[src/rtl/fade_pkg.sv]
package fade_pkg;
  localparam int NUM_STAGES = 5;

  // one enable per pipeline step: unpack, subtract, scale, add, pack
  typedef struct packed {
    logic [NUM_STAGES-1:0] stageEn;
  } fade_strobe_t;
endpackage

[src/rtl/fade_ctrl.sv]
module fade_ctrl
  import fade_pkg::*;
(
  input  logic         clk,
  input  logic         rstN,
  input  logic         inValid,
  output fade_strobe_t strobes,
  output logic         outValid
);
  logic [NUM_STAGES-1:0] validPipe;
  logic [2:0]            cyclesSinceRst;

  always_ff @(posedge clk or negedge rstN) begin
    if (!rstN) begin
      validPipe <= '0;
    end else begin
      validPipe <= {validPipe[NUM_STAGES-2:0], inValid};
    end
  end

  always_ff @(posedge clk or negedge rstN) begin
    if (!rstN) begin
      cyclesSinceRst <= '0;
    end else if (cyclesSinceRst != 3'(NUM_STAGES)) begin
      cyclesSinceRst <= cyclesSinceRst + 3'd1;
    end
  end

  always_comb begin
    strobes.stageEn[0] = inValid;
    for (int s = 1; s < NUM_STAGES; s++) begin
      strobes.stageEn[s] = validPipe[s-1];
    end
  end

  assign outValid = validPipe[NUM_STAGES-1];

  // every result was offered exactly five cycles earlier
  p_latency_r2: assert property (@(posedge clk) disable iff (!rstN)
    (cyclesSinceRst == 3'(NUM_STAGES) && outValid) |-> $past(inValid, 5));

  // an idle input cycle produces no result five cycles later
  p_idle_no_result_r7: assert property (@(posedge clk) disable iff (!rstN)
    (cyclesSinceRst == 3'(NUM_STAGES) && !outValid) |-> !$past(inValid, 5));
endmodule

[src/rtl/fade_datapath.sv]
module fade_datapath
  import fade_pkg::*;
#(
  parameter int LANES  = 4,
  parameter int LANE_W = 8,
  parameter int WIDE_W = 16,
  parameter int FADE_W = 8
) (
  input  logic                    clk,
  input  logic                    rstN,
  input  fade_strobe_t            strobes,
  input  logic [LANES*LANE_W-1:0] pixA,
  input  logic [LANES*LANE_W-1:0] pixB,
  input  logic [FADE_W-1:0]       fade,
  output logic [LANES*LANE_W-1:0] pixOut
);
  localparam int PROD_W = WIDE_W + FADE_W + 1;
  localparam logic signed [WIDE_W-1:0] LANE_MAX = WIDE_W'((1 << LANE_W) - 1);

  // fade travels with its pixel through the first two steps
  logic [FADE_W-1:0] fadeS1, fadeS2;

  always_ff @(posedge clk or negedge rstN) begin
    if (!rstN) begin
      fadeS1 <= '0;
      fadeS2 <= '0;
    end else begin
      if (strobes.stageEn[0]) fadeS1 <= fade;
      if (strobes.stageEn[1]) fadeS2 <= fadeS1;
    end
  end

  for (genvar lane = 0; lane < LANES; lane++) begin : g_lane
    logic signed [WIDE_W-1:0] unpA, unpB;
    logic signed [WIDE_W-1:0] diff, keepB2;
    logic signed [WIDE_W-1:0] scaled, keepB3;
    logic signed [WIDE_W-1:0] sum;
    logic [LANE_W-1:0]        packed8;
    logic signed [FADE_W:0]   fadeSigned;
    logic signed [PROD_W-1:0] product;
    logic signed [PROD_W-1:0] productShifted;
    logic [LANE_W-1:0]        satByte;

    assign fadeSigned     = signed'({1'b0, fadeS2});
    assign product        = PROD_W'(diff) * PROD_W'(fadeSigned);
    assign productShifted = product >>> FADE_W;

    always_comb begin
      if (sum < 0) begin
        satByte = '0;
      end else if (sum > LANE_MAX) begin
        satByte = LANE_MAX[LANE_W-1:0];
      end else begin
        satByte = sum[LANE_W-1:0];
      end
    end

    always_ff @(posedge clk or negedge rstN) begin
      if (!rstN) begin
        unpA    <= '0;
        unpB    <= '0;
        diff    <= '0;
        keepB2  <= '0;
        scaled  <= '0;
        keepB3  <= '0;
        sum     <= '0;
        packed8 <= '0;
      end else begin
        if (strobes.stageEn[0]) begin
          unpA <= signed'({{(WIDE_W-LANE_W){1'b0}}, pixA[lane*LANE_W +: LANE_W]});
          unpB <= signed'({{(WIDE_W-LANE_W){1'b0}}, pixB[lane*LANE_W +: LANE_W]});
        end
        if (strobes.stageEn[1]) begin
          diff   <= unpA - unpB;
          keepB2 <= unpB;
        end
        if (strobes.stageEn[2]) begin
          scaled <= WIDE_W'(productShifted);
          keepB3 <= keepB2;
        end
        if (strobes.stageEn[3]) begin
          sum <= keepB3 + scaled;
        end
        if (strobes.stageEn[4]) begin
          packed8 <= satByte;
        end
      end
    end

    assign pixOut[lane*LANE_W +: LANE_W] = packed8;

    // a zero fade leaves nothing of the difference after scaling
    p_zero_fade_r4: assert property (@(posedge clk) disable iff (!rstN)
      (strobes.stageEn[2] && fadeS2 == '0) |=> (scaled == '0));

    // the sum handed to the pack step never needs clamping
    p_sum_in_range_r6: assert property (@(posedge clk) disable iff (!rstN)
      strobes.stageEn[4] |-> (sum >= 0 && sum <= LANE_MAX));
  end

  // the packed result only moves when a pixel reaches the last step
  p_hold_out_r7: assert property (@(posedge clk) disable iff (!rstN)
    !strobes.stageEn[4] |=> $stable(pixOut));
endmodule

[src/rtl/fade_blend_top.sv]
module fade_blend_top
  import fade_pkg::*;
#(
  parameter int LANES  = 4,
  parameter int LANE_W = 8,
  parameter int WIDE_W = 16,
  parameter int FADE_W = 8,
  localparam int PIX_W = LANES * LANE_W
) (
  input  logic              clk,
  input  logic              rstN,
  input  logic              inValid,
  input  logic [PIX_W-1:0]  inPixA,
  input  logic [PIX_W-1:0]  inPixB,
  input  logic [FADE_W-1:0] inFade,
  output logic              outValid,
  output logic [PIX_W-1:0]  outPix
);
  fade_strobe_t strobes;

  fade_ctrl u_ctrl (
    .clk      (clk),
    .rstN     (rstN),
    .inValid  (inValid),
    .strobes  (strobes),
    .outValid (outValid)
  );

  fade_datapath #(
    .LANES  (LANES),
    .LANE_W (LANE_W),
    .WIDE_W (WIDE_W),
    .FADE_W (FADE_W)
  ) u_dp (
    .clk     (clk),
    .rstN    (rstN),
    .strobes (strobes),
    .pixA    (inPixA),
    .pixB    (inPixB),
    .fade    (inFade),
    .pixOut  (outPix)
  );

  // the output is quiet in the first cycle after reset is released
  p_reset_quiet_r1: assert property (@(posedge clk) disable iff (!rstN)
    $rose(rstN) |-> (!outValid && outPix == '0));
endmodule

[config.mk]
export PLATFORM = sky130hd
export DESIGN_NAME = fade_blend_top
export DESIGN_NICKNAME = d
export VERILOG_FILES = /design/src/rtl/fade_pkg.sv /design/src/rtl/fade_ctrl.sv /design/src/rtl/fade_datapath.sv /design/src/rtl/fade_blend_top.sv
export SDC_FILE = /design/constraint.sdc
export NUM_CORES = 1
export LEC_CHECK = 0
export ABC_AREA = 1
export BUFFER_PORTS_ARGS = -buffer_cell sky130_fd_sc_hd__buf_2
export CORE_ASPECT_RATIO = 0.6
export CORE_MARGIN = 2
export CORE_UTILIZATION = 45
export CTS_CLUSTER_SIZE = 8
export DETAILED_ROUTE_END_ITERATION = 12
export HOLD_SLACK_MARGIN = 0.02
export MAX_ROUTING_LAYER = met4
export PLACE_DENSITY = 0.69
export SYNTH_ARGS = -nofsm -noshare
export SYNTH_HDL_FRONTEND = slang
export SYNTH_SLANG_ARGS = --single-unit
[constraint.sdc]
create_clock -name clk -period 4.54 [get_ports clk]
set_input_delay 1.135 -clock clk [delete_from_list [all_inputs] [get_ports clk]]
set_output_delay 1.135 -clock clk [all_outputs]
set_load 0.1 [all_outputs]
# Yosys cells after proc, flatten, opt, wreduce, memory -nomap -nowiden
# Cells that the tools add are included.
# totals
regBits	345
out_inout_bits	33
wordCells	63
inputBits	75
# classes
n_mul	4
n_mux	8
n_lt_le_gt_ge	8
addsub	8
# op_table
op	n
9-bit by 9-bit multiplier with 18-bit output	4
9-bit by 16-bit adder with 16-bit output	4
16-bit by 9-bit greater-than comparator with 1-bit output (second input constant)	4
16-bit by 1-bit less-than comparator with 1-bit output (second input constant)	4
8-bit two-way mux	8
8-bit by 8-bit subtractor with 9-bit output	4

# Longest topological paths before layout
# logic_depth
ltp_word	3
depth_mapped	23
depth_no_buf	21

# Modules after synthesis
# A second synthesis with hierarchy kept.
# unflattened
cells_unflattened	3406
area_unflattened_um2	26674.3
# modules_own_cells
mod	instances	area_per_inst_um2	cells_per_inst	seq_area_each_um2
fade_datapath	1	26541.7	3400	7907.6
fade_ctrl	1	132.6	6	125.1

# Worst setup path after synthesis
# OpenSTA, ideal clock, no wires.
# synth_path
kind	register to register
from	register u_dp.fadeS2[0]
to	register u_dp.g_lane[0].scaled[14]
synth_period_minus_slack_ps	4525
setup_time_ps	117
path_buffers	3
path_slack_ps	15
arrival_time_ps	4408
stages_incl_launch_ff	20
required_ps	4423
cell_sequence	dfrtp_1 > buf_2 > buf_2 > buf_1 > nand2_1 > fa_1 > inv_1 > fa_1 > inv_1 > fa_1 > fa_1 > inv_1 > ha_1 > nand2_1 > nor4_1 > nand2_1 > nand2_1 > nand2_1 > nand3_1 > nand2_1
# synth_via
elab_chain_cells	1
# synth_lines
element	line_no	text
from (decl)	fade_datapath.sv:21	logic [FADE_W-1:0] fadeS1, fadeS2;
from (signal assigned)	fade_datapath.sv:29	if (strobes.stageEn[1]) fadeS2 <= fadeS1;
9-bit by 9-bit multiplier with 18-bit output	fade_datapath.sv:45	assign product = PROD_W'(diff) * PROD_W'(fadeSigned);
to (signal assigned)	fade_datapath.sv:78	scaled <= WIDE_W'(productShifted);
to (decl)	fade_datapath.sv:36	logic signed [WIDE_W-1:0] scaled, keepB3;
# Every way passes these cells.
# A chain may end at the register's enable or synchronous reset.

# Final worst setup path
# layout_path
from	register u_dp.fadeS2[5]
to	register u_dp.g_lane[3].scaled[7]
# layout_via
elab_chain_cells	1
# layout_lines
element	line_no
9-bit by 9-bit multiplier with 18-bit output	fade_datapath.sv:45
to (signal assigned)	fade_datapath.sv:78
to (decl)	fade_datapath.sv:36
# Every way passes these cells.

==> results.yml <==
timing:
  worstMarginPinSlew_ns: 1.11
  post-route-min-period_ns: 4.39
  maxSlewHeadroom: 0.259
  finalHoldViolations: 0
  skew_ns: 0.0242
  finalSetupViolations: 0
  maxSlewViolCount: 0
  period_share: 0.967
  setup_tns_ns: 0
  fmax_ghz: 0.228
clock_tree:
  clkTransAtPathRegs_ns: 0.05
  ctsLongestPathBuffers: 3
  cts_root_buffer: "clkbuf_16"
  clock_sinks: 321
  cts_buffers: 46
  tritoncts: "done"
  clock_latency_ns: 0.58
  cts_hold_buffers: 0
  htree_num_levels: 2
worst_setup_path:
  startpoint_type: "flop"
  crit_arrival_ns: 4.85
  cp.required_ns: 5.01
  r2r-start: "u_dp.fadeS2[5]"
  slowest_delay_ns: 0.58
  worstPathCellList: "buf_2 > nand2_1 > inv_1 > fa_1 > inv_2 > fa_1 > inv_1 > fa_1 > inv_1 > fa_1 > inv_1 > ha_2 > nand2_2 > nor4_2 > nand2_1 > nand2_1 > nand2_1 > nand3_1 > nand2_1"
  cp-end-kind: "flop"
  setup.worst_path.class: "reg2reg"
  slowest_stage: "fa_1"
  critical_path.startpoint: "u_dp.fadeS2[5]"
  crit_top_cell: "nand2_1"
  crit_fanout: 5
layout:
  fillers: 5536
  multi_input_area_um2: 15500
  stdcell_area_um2: 29400
  area.growth.synth_to_final_pct: 11.0
  diodes: 0
  seq_area_um2: 8040
  drive_above_1_share: 0.0928
  fin_cells: 4220
  fin_nets: 3956
power_and_ir_drop:
  p_leak_uw: 0.0165
  ir_worst_vdd_v: 0.000649
  power_density_nw_per_um2: 734
grt:
  antenna_found_initial: 0
  gr-usage-all-layers: 0.210
  grt_max_degree: 112
  grt_pass1_wl_um: 102000
  grt_pass1_vias: 21207
  grt_overflow: 0
logic_synthesis:
  ys_seq_area_frac: 0.304
  synth_cells: 3363
  syn_avg_cell_area_um2: 7.87
  yosys_warnings: 0
  synth-adder-area-share: 0.275
  syn-cell-area_um2: 26500
  async_reset_ff_frac: 1.00
  synth_fp_nets: 3874
  synth_compound_area_frac: 0.0782
  synth_edf_count: 0
  synth_xor_area_frac: 0.00827
  synthDistinctLibCells: 38
  muxShareOfSynthArea: 0.0102
  synth_seq_cells: 321
  synth_top_family_by_area: "adder cells"
  yosys.area_share.simple: 0.206
  ys.flop_type: "dfrtp_1"
placed_design:
  dpl_cell_area_um2: 27900
  dp_hpwl_um: 45400
  portBuffers: 107
  post-place-cells: 4160
  gp_congestion: 0.909
floorplan:
  start_util: 0.458
  boundaryPins: 108
  rows: 68
  die_area_um2: 60800
  die_h_um: 192
  fp.dieW_um: 317
  coreArea_um2: 57800
drt:
  final_antenna_net_count: 0
  wl_per_cell_um: 14.1
  dr.pass1.iters: 6
  drc_errors: 0
  avgViaCountPerCell: 4.94
  vias: 20827
  drt_wl_total_um: 59300
  initialDrtViolationCount: 1209
hold_path:
  min_from: "u_ctrl.validPipe[3]"
  timing.hold.worst.class: "reg2reg"
run_status:
  status: "completed"
run:
  cap_violations: 0
## timing repair
item                                   4_1_cts  5_1_grt
setup buffers                                0        6
endpoints found under the hold margin        0        0
setup endpoints to repair                    0       31
resized for setup                            0       57
## cells in the mapped netlist (all sizes together), types with 9 or more instances
cell	count	area, um2
fa	244	4880
buf	54	254
inv	690	2590
nor2	87	349
clkbuf	74	278
ha	192	2400
a21oi	121	606
xnor2	17	149
nor4	11	68.8
nand3b	14	105
or2	14	87.6
a31oi	13	81.3
mux2	24	270
nand3	113	576
nor3	11	55.1
o21ai	230	1150
a21o	9	67.6
dfrtp	321	8030
nand2	1075	4080
nand4	21	138
## layer usage
metal | global-route usage | share of wire
met1 | 0.281 | 0.47
met2 | 0.334 | 0.46
met3 | 0.0259 | 0.043
met4 | 0.0684 | 0.031
met5 | - | 0
## worst max-delay path, delay by kind of cell (launching register included)
kind / cells / cell delay [ns]
fa+ha+maj: 5 / 2.56
simple gates: 8 / 0.79
buf+inv: 6 / 0.48
flops: 1 / 0.44
## power by group
part | switching (uW) | internal, uW | total [uW]
logic | 8990 | 5160 | 14100
registers | 666 | 3690 | 4360
clock network | 1260 | 1820 | 3080
## logic make-up after synthesis
family	after synthesis
muxes	24
AOI/OAI and AO/OA	392
and+or+nand+nor	1346
buffers and inverters	819
xor gates and xnor gates	25
adders and majority gates	436
DFF	321
## path summary, 6_finish.rpt
path | cells after the start | end | slack (ns)
worst max-delay path | 19 | u_dp.g_lane[3].scaled[7] | 0.15
worst min-delay path | 0 | u_ctrl.validPipe[4] | 0.38
worst max register to register | 19 | u_dp.g_lane[3].scaled[7] | 0.15
worst min register to register | 0 | u_ctrl.validPipe[4] | 0.38
max in group asynchronous | 2 | u_dp.g_lane[0].diff[8] | 3.04
min in group asynchronous | 1 | u_dp.g_lane[3].keepB2[6] | 0.59
## stage by stage
step | utilization | total power, uW | hold slack, ns | setup slack (ns)
after floorplan | - | 14800 | 0.352 | 0.0149
after global placement | 0.483 | 17700 | 0.374 | 0.0753
after detailed placement | 0.483 | 17900 | 0.376 | -0.00830
after CTS | 0.504 | 21200 | 0.384 | 0.0382
after global routing | 0.509 | 24100 | 0.394 | -0.0216
final | 0.509 | 21600 | 0.379 | 0.152
## layout make-up
| type | instances | share of cell area |
|---|---|---|
| clock buffer | 49 | 0.0399 |
| clock inverter | 4 | 0.00209 |
| inverter | 691 | 0.0883 |
| multi-input combinational | 2223 | 0.527 |
| sequential | 321 | 0.274 |
| tap | 770 | 0.0328 |
| timing repair buffer | 162 | 0.0365 |
## placed cells by master, fill, tap and decap left out, types with 6 or more instances in the layout
master     count
dfrtp_1      314
o21ai_1       15
ha_2           6
a21o_1         9
nor3_1        11
nand3b_1      14
fa_1         241
nor4_1         7
nor2_1        84
dfrtp_2        7
buf_12         8
buf_2        107
mux2_2        24
nand3_1      111
a21oi_1      113
nand2_2       19
o21ai_0      214
inv_1        684
a21oi_2        8
xnor2_1       17
nand2_1     1053
or2_2         12
a31oi_1       13
clkbuf_16     46
nand4_1       20
xor2_1         8
buf_4         42
ha_1         182
## sequential cells by signal, indices dropped and copies added, names as in the netlist
| signal | count |
|---|---|
| u_dp.fadeS1 | 8 |
| u_dp.g_lane.unpA | 32 |
| u_dp.g_lane.scaled | 40 |
| u_dp.g_lane.diff | 36 |
| u_dp.g_lane.unpB | 32 |
| u_dp.fadeS2 | 8 |
| u_dp.g_lane.packed8 | 32 |
| u_ctrl.validPipe | 5 |
| u_dp.g_lane.keepB3 | 32 |
| u_dp.g_lane.sum | 64 |
| u_dp.g_lane.keepB2 | 32 |
(Power assumes the default switching activity.)
